===== src/rtl/vmix_pkg.sv =====
package vmix_pkg;

  localparam int NUM_PORTS = 6;
  localparam int OFS_MODE  = 0;
  localparam int OFS_LAYER = 1;
  localparam int OFS_RED   = 2;
  localparam int OFS_GREEN = 3;
  localparam int OFS_BLUE  = 4;
  localparam int OFS_PAGE  = 5;
  localparam int NUM_PLANES = 3;

  typedef enum logic [1:0] {
    PL_RED   = 2'd0,
    PL_GREEN = 2'd1,
    PL_BLUE  = 2'd2
  } plane_e;

  typedef struct packed {
    logic [1:0] scan;
    logic       pcg;
    logic       colour;
    logic       wide;
    logic [2:0] model;
  } mode_t;

  typedef struct packed {
    logic [1:0] bank;
    logic       vram_en;
    logic       gram_en;
    logic       blend_xor;
  } layer_t;

  typedef struct packed {
    logic cgrom;
    logic gram;
  } page_t;

  localparam logic [1:0] SCAN_RESERVED  = 2'b11;
  localparam logic [2:0] MODEL_RESERVED = 3'b111;
  localparam mode_t MODE_RESET = '{scan: 2'b00, pcg: 1'b0, colour: 1'b0,
                                   wide: 1'b0, model: 3'b100};

endpackage


===== src/rtl/vmix_decode.sv =====
module vmix_decode
  import vmix_pkg::*;
#(
  parameter int                ADDR_W    = 8,
  parameter logic [ADDR_W-1:0] BASE_PORT = 8'hF8
) (
  input  logic [ADDR_W-1:0]    io_addr,
  input  logic                 io_wr,
  input  logic                 io_rd,
  output logic [NUM_PORTS-1:0] wr_hit,
  output logic                 rd_status
);

  logic [NUM_PORTS-1:0] sel;

  for (genvar i = 0; i < NUM_PORTS; i++) begin : g_sel
    assign sel[i]    = (io_addr == BASE_PORT + ADDR_W'(i));
    assign wr_hit[i] = io_wr & sel[i];
  end

  assign rd_status = io_rd & sel[OFS_PAGE];

endmodule


===== src/rtl/vmix_regs.sv =====
module vmix_regs
  import vmix_pkg::*;
(
  input  logic                 clk,
  input  logic                 rst_n,
  input  logic [NUM_PORTS-1:0] wr_hit,
  input  logic [7:0]           io_wdata,
  output mode_t                mode_q,
  output layer_t               layer_q,
  output page_t                page_q
);

  mode_t  mode_d;
  layer_t layer_d;
  page_t  page_d;
  logic   mode_ce, layer_ce, page_ce;

  assign mode_ce  = wr_hit[OFS_MODE];
  assign layer_ce = wr_hit[OFS_LAYER];
  assign page_ce  = wr_hit[OFS_PAGE];

  always_comb begin
    mode_d        = mode_q;
    mode_d.pcg    = io_wdata[5];
    mode_d.colour = io_wdata[4];
    mode_d.wide   = io_wdata[3];
    if (io_wdata[7:6] != SCAN_RESERVED) mode_d.scan  = io_wdata[7:6];
    if (io_wdata[2:0] != MODEL_RESERVED) mode_d.model = io_wdata[2:0];
  end

  always_comb begin
    layer_d = layer_t'(io_wdata[4:0]);
  end

  always_comb begin
    page_d.cgrom = io_wdata[7];
    page_d.gram  = io_wdata[0];
  end

  always_ff @(posedge clk or negedge rst_n) begin
    if (!rst_n) begin
      mode_q  <= MODE_RESET;
      layer_q <= '0;
      page_q  <= '0;
    end else begin
      if (mode_ce)  mode_q  <= mode_d;
      if (layer_ce) layer_q <= layer_d;
      if (page_ce)  page_q  <= page_d;
    end
  end

  // the reserved model code never becomes the active model
  p_model_legal_r3: assert property (@(posedge clk) disable iff (!rst_n)
    mode_q.model != MODEL_RESERVED);

  // the reserved scan code never becomes the active scan mode
  p_scan_legal_r3: assert property (@(posedge clk) disable iff (!rst_n)
    mode_q.scan != SCAN_RESERVED);

  // the mode register only moves on its own write
  p_mode_hold_r10: assert property (@(posedge clk) disable iff (!rst_n)
    !$past(wr_hit[OFS_MODE]) |-> $stable(mode_q));

  // the layer register only moves on its own write
  p_layer_hold_r10: assert property (@(posedge clk) disable iff (!rst_n)
    !$past(wr_hit[OFS_LAYER]) |-> $stable(layer_q));

endmodule


===== src/rtl/vmix_cwriter.sv =====
module vmix_cwriter
  import vmix_pkg::*;
(
  input  logic                 clk,
  input  logic                 rst_n,
  input  logic [NUM_PORTS-1:0] wr_hit,
  input  logic [7:0]           io_wdata,
  input  logic [1:0]           bank,
  output logic                 stb_q,
  output plane_e               plane_q,
  output logic [7:0]           mask_q,
  output logic [1:0]           bank_q
);

  logic   stb_d;
  plane_e plane_d;

  always_comb begin
    stb_d   = 1'b0;
    plane_d = PL_RED;
    for (int i = 0; i < NUM_PLANES; i++) begin
      if (wr_hit[OFS_RED+i]) begin
        stb_d   = 1'b1;
        plane_d = plane_e'(2'(i));
      end
    end
  end

  always_ff @(posedge clk or negedge rst_n) begin
    if (!rst_n) begin
      stb_q   <= 1'b0;
      plane_q <= PL_RED;
      mask_q  <= '0;
      bank_q  <= '0;
    end else begin
      stb_q <= stb_d;
      if (stb_d) begin
        plane_q <= plane_d;
        mask_q  <= io_wdata;
        bank_q  <= bank;
      end
    end
  end

  // a strobe is always caused by a colour-port write one cycle earlier
  p_strobe_cause_r5: assert property (@(posedge clk) disable iff (!rst_n)
    stb_q |-> $past(|wr_hit[OFS_BLUE:OFS_RED]));

  // the plane code stays within the three colour planes
  p_plane_range_r5: assert property (@(posedge clk) disable iff (!rst_n)
    stb_q |-> plane_q != 2'd3);

endmodule


===== src/rtl/vmix_mixer.sv =====
module vmix_mixer #(
  parameter int PIX_W = 2
) (
  input  logic             clk,
  input  logic             rst_n,
  input  logic             vram_en,
  input  logic             gram_en,
  input  logic             blend_xor,
  input  logic [PIX_W-1:0] vram_pix,
  input  logic [PIX_W-1:0] gram_pix,
  output logic [PIX_W-1:0] pix_q
);

  logic [PIX_W-1:0] pix_d;

  for (genvar i = 0; i < PIX_W; i++) begin : g_bit
    logic v_g, g_g;
    assign v_g      = vram_en & vram_pix[i];
    assign g_g      = gram_en & gram_pix[i];
    assign pix_d[i] = blend_xor ? (v_g ^ g_g) : (v_g | g_g);
  end

  always_ff @(posedge clk or negedge rst_n) begin
    if (!rst_n) pix_q <= '0;
    else        pix_q <= pix_d;
  end

  // both sources disabled gives a dark pixel
  p_dark_when_off_r9: assert property (@(posedge clk) disable iff (!rst_n)
    (!$past(vram_en) && !$past(gram_en)) |-> pix_q == '0);

  // with only the character source enabled the output follows it
  p_vram_only_r8: assert property (@(posedge clk) disable iff (!rst_n)
    ($past(vram_en) && !$past(gram_en)) |-> pix_q == $past(vram_pix));

  // OR never yields fewer set bits than the graphics source alone
  p_or_cover_r8: assert property (@(posedge clk) disable iff (!rst_n)
    ($past(gram_en) && !$past(blend_xor)) |-> (pix_q & $past(gram_pix)) == $past(gram_pix));

endmodule


===== src/rtl/vmix_top.sv =====
module vmix_top
  import vmix_pkg::*;
#(
  parameter int                ADDR_W    = 8,
  parameter logic [ADDR_W-1:0] BASE_PORT = 8'hF8,
  parameter int                PIX_W     = 2
) (
  input  logic              clk,
  input  logic              rst_n,
  input  logic [ADDR_W-1:0] io_addr,
  input  logic [7:0]        io_wdata,
  input  logic              io_wr,
  input  logic              io_rd,
  output logic [7:0]        io_rdata,
  input  logic [7:0]        status_in,
  input  logic [PIX_W-1:0]  vram_pix,
  input  logic [PIX_W-1:0]  gram_pix,
  output logic [1:0]        scan_mode,
  output logic              pcg_en,
  output logic              colour_en,
  output logic              wide_cols,
  output logic [2:0]        model,
  output logic [1:0]        gram_bank,
  output logic              vram_en,
  output logic              gram_en,
  output logic              blend_xor,
  output logic              map_gram,
  output logic              map_cgrom,
  output logic              gw_stb,
  output logic [1:0]        gw_plane,
  output logic [7:0]        gw_mask,
  output logic [1:0]        gw_bank,
  output logic [PIX_W-1:0]  pix_out
);

  logic                 rst_meta, rst_s;
  logic [NUM_PORTS-1:0] wr_hit;
  logic                 rd_status;
  mode_t                mode_q;
  layer_t               layer_q;
  page_t                page_q;
  plane_e               plane_q;

  always_ff @(posedge clk or negedge rst_n) begin
    if (!rst_n) begin
      rst_meta <= 1'b0;
      rst_s    <= 1'b0;
    end else begin
      rst_meta <= 1'b1;
      rst_s    <= rst_meta;
    end
  end

  vmix_decode #(.ADDR_W(ADDR_W), .BASE_PORT(BASE_PORT)) i_decode (
    .io_addr   (io_addr),
    .io_wr     (io_wr),
    .io_rd     (io_rd),
    .wr_hit    (wr_hit),
    .rd_status (rd_status)
  );

  vmix_regs i_regs (
    .clk      (clk),
    .rst_n    (rst_s),
    .wr_hit   (wr_hit),
    .io_wdata (io_wdata),
    .mode_q   (mode_q),
    .layer_q  (layer_q),
    .page_q   (page_q)
  );

  vmix_cwriter i_cwriter (
    .clk      (clk),
    .rst_n    (rst_s),
    .wr_hit   (wr_hit),
    .io_wdata (io_wdata),
    .bank     (layer_q.bank),
    .stb_q    (gw_stb),
    .plane_q  (plane_q),
    .mask_q   (gw_mask),
    .bank_q   (gw_bank)
  );

  vmix_mixer #(.PIX_W(PIX_W)) i_mixer (
    .clk       (clk),
    .rst_n     (rst_s),
    .vram_en   (layer_q.vram_en),
    .gram_en   (layer_q.gram_en),
    .blend_xor (layer_q.blend_xor),
    .vram_pix  (vram_pix),
    .gram_pix  (gram_pix),
    .pix_q     (pix_out)
  );

  assign io_rdata  = rd_status ? status_in : 8'h00;
  assign gw_plane  = plane_q;
  assign scan_mode = mode_q.scan;
  assign pcg_en    = mode_q.pcg;
  assign colour_en = mode_q.colour;
  assign wide_cols = mode_q.wide;
  assign model     = mode_q.model;
  assign gram_bank = layer_q.bank;
  assign vram_en   = layer_q.vram_en;
  assign gram_en   = layer_q.gram_en;
  assign blend_xor = layer_q.blend_xor;
  assign map_gram  = page_q.gram;
  assign map_cgrom = page_q.cgrom;

  // the strobe carries the bank that is currently selected
  p_bank_match_r5: assert property (@(posedge clk) disable iff (!rst_s)
    gw_stb |-> gw_bank == gram_bank);

  // the mapping controls only move on a page-port write
  p_page_hold_r6: assert property (@(posedge clk) disable iff (!rst_s)
    !$past(wr_hit[OFS_PAGE]) |-> $stable(page_q));

  // read data is zero whenever no read is in progress
  p_rdata_idle_r7: assert property (@(posedge clk) disable iff (!rst_s)
    !io_rd |-> io_rdata == 8'h00);

endmodule


===== config.mk =====
export PLATFORM = sky130hd
export DESIGN_NAME = vmix_top
export DESIGN_NICKNAME = d
export VERILOG_FILES = /design/src/rtl/vmix_pkg.sv /design/src/rtl/vmix_decode.sv /design/src/rtl/vmix_regs.sv /design/src/rtl/vmix_cwriter.sv /design/src/rtl/vmix_mixer.sv /design/src/rtl/vmix_top.sv
export SDC_FILE = /design/constraint.sdc
export NUM_CORES = 1
export LEC_CHECK = 0
export BUFFER_PORTS_ARGS = -buffer_cell sky130_fd_sc_hd__buf_2
export CAP_MARGIN = 10
export CORE_ASPECT_RATIO = 1.75
export CORE_MARGIN = 2
export CORE_UTILIZATION = 48
export CTS_BUF_LIST = sky130_fd_sc_hd__clkbuf_16
export CTS_CLUSTER_SIZE = 16
export DETAILED_ROUTE_END_ITERATION = 10
export HOLD_SLACK_MARGIN = 0.06
export PLACE_DENSITY = 0.83
export SETUP_SLACK_MARGIN = 0.5
export SLEW_MARGIN = 15
export SYNTH_ARGS = -nofsm -noshare
export SYNTH_HDL_FRONTEND = slang
export SYNTH_HIERARCHICAL = 1
export SYNTH_SLANG_ARGS = --single-unit

===== constraint.sdc =====
create_clock -name clk -period 3.1 [get_ports clk]
set_clock_uncertainty 0.15 [all_clocks]
set_input_delay 0.465 -clock clk [delete_from_list [all_inputs] [get_ports clk]]
set_output_delay 0.465 -clock clk [all_outputs]
set_load 0.1 [all_outputs]

Word level (Yosys, flattened, before mapping). Cells that the tools add are included.

Eq/ne operators: 8. Mux-type cells: 8. Bitwise logic cells: 15. Reduce and logical (&&, ||, !) cells: 2.

Operator list (count): equality test 8 bit (second input constant) (6); bitwise AND 1 bit (11); two-way mux 8 bit (1); two-way mux 1 bit (6); AND reduction 2 bit (2); inequality test 3 bit (second input constant) (1); two-way mux 2 bit (1); inequality test 2 bit (second input constant) (1); OR 1 bit (2); XOR 1 bit (2).

Bits in registers: 32. Output and inout bits: 38. Logic and storage cells: 51.

Depth between registers and ports, before layout. Gate-level depths: netlist of the first run.

Depth after elaboration: 5. Mapped depth: 5.

Hierarchy. Netlist of the first run, hierarchy kept.

Modules (own cells, without submodules): vmix_regs (times used 1, cells an instance 40, area an instance 590.6 um^2, seq. area each 376.6 um^2); vmix_cwriter (times used 1, cells an instance 31, area an instance 489.2 um^2, seq. area each 325.3 um^2); vmix_mixer (times used 1, cells an instance 12, area an instance 112.6 um^2, seq. area each 50.0 um^2); vmix_top (times used 1, cells an instance 11, area an instance 103.8 um^2, seq. area each 50.0 um^2); vmix_decode (times used 1, cells an instance 15, area an instance 101.3 um^2, seq. area each 0.0 um^2).

Worst setup path after synthesis of the first run. OpenSTA, ideal clock, no wires.

Kind: input to output. From: input io_addr[6]. To: output io_rdata[0]. Arrival time: 1810 ps. Setup slack: 675 ps. Stages on the path: 3. Buffers on the path: 0. Cell sequence: nand4_4 nor4_2 and2_1.

Longest elaborated chain between the ends: 3.

Ends and longest elaborated chain: start: declaration (line vmix_top.sv:10) `input logic [ADDR_W-1:0] io_addr,`; equality test 8 bit (line vmix_decode.sv:17) `assign sel[i] = (io_addr == BASE_PORT + ADDR_W'(i));`; bitwise AND 1 bit (line vmix_decode.sv:21) `assign rd_status = io_rd & sel[OFS_PAGE];`; net rd_status (line vmix_top.sv:38) `logic rd_status;`; two-way mux 8 bit (line vmix_top.sv:95) `assign io_rdata = rd_status ? status_in : 8'h00;`; end: declaration (line vmix_top.sv:14) `output logic [7:0] io_rdata,`.

The timed path passes the listed nets, and every way through them passes these cells.

Worst setup path in the final report of the first run.
From: input io_addr[1]. To: output io_rdata[0].

Same word-level chain as after synthesis.

==> metrics, run 1 <==
met3 Track Usage GR about 7.1%; switching power 0.000429 W; vias per inst roughly 5.4; number of detailed-route iterations in the first pass 4; synthesized flop and latch total 32; maximum net fanout on the critical path 8; RSZ-0062 raised after global routing no; Pleak around 1.1 nW; Finished Layout Cells ~210; initial antenna violation count 0; GR met2 Demand/Resource between 30% and 40%; H-tree depth 2; CP Data Arrival Time 1.77 ns; number of nets in the layout 219; most used routing layer in global routing met2; fin crit share a little under 80%; First DRT Iteration DRCs 16; hold crit path type reg2async; start point of the critical path io_addr[1]; CP Launch Type primary input; CTS root buf clkbuf_16; YS warnings 6; Die Span X 44.8 um; synthesized cell area around 0.0014 sq mm; status finished clean; post-synth cell types 27; Clk pin slew, worst setup/hold paths around 0.050 ns; max-slew violation count 0; max-cap violation count 0; die height between 70 and 80 um; worst relative slew slack roughly 40%; Post-Syn Nets roughly 140; hpwl dp ~2600 um; vias approximately 1,100; Max Root-Sink Buffers 2; setup violators final 0; CTS tree yes; Rows 25; Critical Path End io_rdata[0]; layout cell share with drive strength beyond 1 between 50% and 60%; Comb power frac 24.9%; critical path type in2out; Max stage delay on crit path between 0.4 and 0.5 ns; synthesized instance count about 110; die area 0.00338 sq mm; peak supply drop between 600 and 700 uV; Placement Setup Slack between 0.6 and 0.7 ns; crit path cell chain buf_2 > nand2b_1 > nor4_4 > and2_1 > buf_2; Skew-Pair Late Insertion Delay about 0.27 ns; Final min period approximately 2.4 ns; WP buf/inv 2; cts bufs inserted 5; routing usage on met1 about 20%; Most common cell on crit path buf_2; Post-Route WL 3350 um; Fin Hold WS 0.128 ns; Fillers around 200; CP top delay family simple AND/OR/NAND/NOR gates; R2R Setup Slk between 1.5 and 2 ns; Pwr per Cell Area between 600 and 700 mW/mm^2; Antenna Nets Post-Route 0; worst r2r path cells 4; Clock power frac 36.6%; CTS Sinks 32; CP Capture Type output port; Post-Place Cells ~200; port buffer count between 60 and 70; core footprint 0.00275 sq mm; GRT Overall Usage a little over a fifth; Routability Congestion roughly 0.76; total gr overflow 0; Sw Share around a third; starting density of the core 50.8%; I/O Pins 70; DRC errors left 0; reg2reg start i_regs/layer_q[2]; Least-Margin Pin Slew between 0.8 and 0.9 ns; first-pass GRT wire length between 5000 and 6000 um; Syn Area/Cell 12.8 sq um; final hold violation count 0; Setup Fix Bufs, Post-CTS 0; post-synthesis sequential area ratio between 50% and 60%; Levels on crit path 5; post-route setup slack 0.719 ns; drt wl/cell 15.7 um; Slowest cell on crit path buf_2; setup TNS 0 ns; Area growth, synth to finish 37.7%; largest net degree at the start of global routing 31; vias in the first global route around 1,100; Req. time, crit path approximately 2.5 ns; Max Fclk roughly 0.42 GHz; Sequential Power Share just under 40%; Int Pwr about 0.00079 W; antenna fix cells 0; R2R Path End i_mixer/pix_q[1]
## worst min-delay path by stage
stage                   from                to  depth (start not counted)
floorplan              rst_n          rst_meta                          0
global route           rst_s  i_mixer/pix_q[0]                          0
finish                 rst_s  i_mixer/pix_q[0]                          0
detailed placement     rst_n             rst_s                          1
global placement       rst_n             rst_s                          1
CTS                 rst_meta             rst_s                          0
## cell usage after synthesis, drive strengths merged
cell type	number	area, sq um
dfrtp	31	776
mux2	20	225
inv	9	33.8
and2	8	50.1
nand2	7	26.3
nor3	4	25.0
nor4	4	31.3
a21boi	3	22.5
a2bb2oi	3	26.3
a21oi	2	10.0
buf	2	22.5
ha	2	25.0
nand2b	2	12.5
a21o	1	7.51
conb	1	3.75
dfstp	1	26.3
mux2i	1	10.0
nand3	1	5.00
nand3b	1	7.51
nand4	1	21.3
nor2	1	3.75
nor2b	1	6.26
o21a	1	7.51
o21ai	1	5.00
or2b	1	7.51
## per-layer routing
layer	wire length (um)	vias to the layer above
met2	1930	56
met4	44	0
li1	-	523
met3	240	4
met5	0	-
met1	1130	560
## state kept, by name, summed over array words and instances, names as in the netlist
name and flops:
i_regs/layer_q 5, i_mixer/pix_q 2, i_regs/page_q 2, i_cwriter/mask_q 8, i_cwriter/plane_q 2, rst_s 1
rst_meta 1, i_cwriter/stb_q 1, i_regs/mode_q 8, i_cwriter/bank_q 2
## power by group through the flow
stage	logic (W)	registers, W	clock network (W)
2_1_floorplan	0.0000331	0.000678	0
3_3_place_gp	0.000298	0.000475	0
3_5_place_dp	0.000303	0.000477	0
4_1_cts	0.000305	0.000470	0.000457
5_1_grt	0.000314	0.000475	0.000469
6_report	0.000304	0.000470	0.000446
## metrics by stage
| stage | power [W] | utilization, % | cell area, sq um |
|---|---|---|---|
| floorplan | 0.000711 | - | 1400 |
| global placement | 0.000773 | 64.2 | 1770 |
| detailed placement | 0.000780 | 64.2 | 1770 |
| CTS | 0.00123 | 69.5 | 1910 |
| global route | 0.00126 | 69.9 | 1920 |
| finish | 0.00122 | 69.9 | 1920 |
## worst reg2reg max path, stage by stage, from the launching register on
cell and delay [ns]:
dfrtp_1 0.39, nand2_1 0.08, ha_1 0.30, nand2_1 0.06
o21ai_0 0.07
## final cells by class
class | count | area, sq um | share of cell area [%]
clock buffers | 5 | 125 | 6.50
flip-flops and latches | 32 | 803 | 41.7
clock inverters | 3 | 11.3 | 0.585
multi-input cells | 66 | 554 | 28.8
repair buffers | 71 | 363 | 18.9
well taps | 27 | 33.8 | 1.76
inverters | 9 | 33.8 | 1.76
## logic make-up (layout without fill, tap and decap cells)
logic type                 after synthesis  after routing  synth area share [%]
AOI/OAI and AO/OA                       11             11                  5.64
adders and majority gates                2              2                  1.79
DFF                                     32             32                  57.4
and+or+nand+nor                         31             31                  14.1
muxes                                   21             21                  16.8
buffers and inverters                   11             88                  4.03
other                                    1              1                 0.268
## repair_timing
item / CTS / global route
hold buffers: 1 / 0
hold endpoints to repair: 2 / 0
gates resized for setup: 0 / 1
setup endpoints to repair: 0 / 6
## cell usage in the layout, fill, tap and decap left out, types with 2 or more instances in the layout
cell and count:
nor4_1 2, a21boi_1 3, ha_1 2, dfrtp_1 30, inv_1 11, nor3_1 3
nand2_1 7, mux2_2 20, nand2b_1 2, a2bb2oi_1 3, clkbuf_16 5, and2_1 8
a21oi_1 2, buf_2 69
Note: power is estimated with default switching activity, not from simulation.
==> run 2: changes to the inputs <==
- ABC_AREA: unset -> 1
- CORE_UTILIZATION: 48 -> 45
- PLACE_DENSITY: 0.83 -> 0.78
- clock period: 3.1 -> 2.4 ns (I/O delays scaled with it)
==> metrics, run 2 <==
status finished clean; RSZ-0062 raised after global routing yes; worst relative slew slack about 57%; Setup Fix Bufs, Post-CTS 0; Rows 27; most used routing layer in global routing met2; synth cell count leaders nand2_1, dfrtp_1, inv_1; Req. time, crit path about 1.9 ns; CTS root buf clkbuf_16; max-slew violation count 0; most common cell in the netlist nand2_1; First DRT Iteration DRCs 7; Clock power frac ~37%; post-route setup slack ~0.5 ns; share of synthesized registers carrying an async set or reset 100%; total gr overflow 0; die area about 0.0037 sq mm; Design Power 0.00186 W; synthesized cell area between 0.001 and 0.0015 sq mm; cell taking the most area after synthesis dfrtp_1; Max Fclk 0.530 GHz; WP buf/inv 4; Post-Route WL 3530 um; Pwr per Cell Area approximately 840 mW/mm^2; Routability Congestion around 0.74; CP Launch Type primary input; Sw Share a little under two fifths; vias between 1,000 and 1,500; routing usage on met1 26.0%; setup TNS 0 ns; DRC errors left 0; Max Root-Sink Buffers 2; post-synthesis sequential area ratio 54.7%; switching power between 0.0006 and 0.0007 W; starting density of the core about 47%; number of nets in the layout 287; Slowest cell on crit path nor2_4; maximum net fanout on the critical path 8; YS warnings 6; synthesized instance count 180; GRT Overall Usage 21.2%; met3 Track Usage GR 5.20%; vias per inst 4.64; final hold violation count 0; Comb power frac a little under 30%; CP Capture Type output port; Syn Area/Cell slightly above 8 sq um; Least-Margin Pin Slew 0.643 ns; H-tree depth 2; setup violators final 0; crit path cell chain buf_8 > inv_4 > nand2_4 > nor2_4 > nand2_2 > nor2_4 > nand2_2 > clkinvlp_4 > buf_12; Skew-Pair Late Insertion Delay 0.27 ns; synthesized flop and latch total 32; Sequential Power Share about a third; max-cap violation count 0; initial antenna violation count 0; Area growth, synth to finish 51.5%; GR met2 Demand/Resource between 30 and 40%; Top Registers i_cwriter/mask_q (8), i_regs/mode_q (8), i_regs/layer_q (5); CTS Sinks 32; commonest non-fill, non-tap cell in the layout buf_2; port buffer count just under 70; Post-Syn Nets approximately 210; vias in the first global route about 1,300; hold crit path type reg2async; first-pass GRT wire length between 5000 and 6000 um; largest net degree at the start of global routing 31; layout cell share with drive strength beyond 1 a little over two fifths; CTS tree yes; fin crit share roughly four fifths; cts bufs inserted 5; leading cell types by total area after synthesis dfrtp_1, nand2_1, inv_1; CP Data Arrival Time between 1 and 1.5 ns; Pleak ~1.2 nW; drt wl/cell roughly 12 um; number of detailed-route iterations in the first pass 4; Placement Setup Slack 0.316 ns; I/O Pins 70; critical path type in2out; CP top delay family simple AND/OR/NAND/NOR gates; Antenna Nets Post-Route 0; hpwl dp between 2000 and 3000 um; post-synth cell types 17; Die Span X approximately 47 um; core footprint 0.00314 sq mm; Max stage delay on crit path between 0.2 and 0.3 ns; Final min period 1.89 ns; number of flops mapped to enable cells by yosys 0; most frequent cells in the layout buf_2, nand2_1, dfrtp_1, nand3_1, inv_1; peak supply drop 756 uV; die height 79.5 um; top cell type's share of synthesized area between 50% and 60%; Clk pin slew, worst setup/hold paths 0.05 ns; antenna fix cells 0; Synth Flop Type dfrtp_1; Int Pwr ~0.0012 W
[run 2: cell count changes in the layout (fill, tap and decap cells not counted), sizes merged, moves of 3 or more]
cell / before / now
clkinvlp: 0 / 8
nor4: 4 / 0
a2bb2oi: 3 / 0
and2: 8 / 0
nor2: 1 / 12
mux2: 20 / 0
a21boi: 3 / 0
inv: 11 / 17
o21ai: 1 / 12
nand2: 7 / 71
nand3: 1 / 18
nor3: 4 / 0
[run 2: path summary, 6_finish.rpt]
| kind | start | to | slack, ns | cells after the start |
|---|---|---|---|---|
| max | io_addr[1] | io_rdata[4] | 0.51 | 9 |
| min | rst_s | i_cwriter/bank_q[1] | 0.1 | 1 |
| max reg2reg | i_regs/layer_q[2] | i_mixer/pix_q[0] | 1.26 | 4 |
| min reg2reg | rst_s | i_cwriter/bank_q[1] | 0.1 | 1 |
| max in group asynchronous | rst_s | i_regs/mode_q[2] | 1.69 | 1 |
| min in group clk | io_wdata[5] | i_cwriter/mask_q[5] | 0.16 | 3 |
[run 2: timing repair]
action,CTS,global route
endpoints found under the hold margin,2,0
hold buffers,1,0
setup endpoints to repair,8,8
gates resized for setup,2,20
pin swaps,0,6
[run 2: final cells by class]
class | count | area (sq um)
Fill cell | 249 | 920
Multi-Input combinational cell | 117 | 574
Tap cell | 43 | 53.8
Sequential cell | 32 | 802
Inverter | 25 | 126
Clock inverter | 3 | 37.5
Clock buffer | 5 | 125
Timing Repair Buffer | 72 | 503
[run 2: routing by layer]
layer | routed length (um) | vias up
li1 | - | 691
met1 | 1360 | 634
met2 | 1880 | 48
met3 | 236 | 4
met4 | 48 | 0
met5 | 0 | -
[run 2: per-stage QoR]
step	instance area (sq um)	cells	utilization, %	hold slack, ns
finish	2220	297	70.7	0.0958
CTS	2160	297	68.8	0.107
global placement	1980	288	63.1	-0.00572
floorplan	1500	180	-	-0.0856
global route	2220	297	70.7	0.159
detailed placement	1980	288	63.1	-0.00323
[run 2: power by group through the flow]
stage | sequential, W | clock, W | combinational, W
detailed placement | 0.000629 | 0 | 0.000544
floorplan | 0.00101 | 0 | 0.0000583
CTS | 0.000622 | 0.000706 | 0.000546
global route | 0.000627 | 0.000729 | 0.000576
finish | 0.000622 | 0.000689 | 0.000551
global placement | 0.000629 | 0 | 0.000538
[run 2: kinds of logic (layout without fill, tap and decap cells)]
logic type | count (synthesis) | after routing | synth area share (%)
simple gates | 102 | 102 | 29.5
flops | 32 | 32 | 54.7
buf+inv | 31 | 105 | 9.73
compound gates | 12 | 12 | 4.10
fa+ha+maj | 2 | 2 | 1.71
other cells | 1 | 1 | 0.256
[run 2: worst register-to-register path, stage by stage, from the launching register on]
cell and delay, ns:
dfrtp_1 0.39, nand2_1 0.08, ha_1 0.29, nand2_1 0.05, o21ai_1 0.06
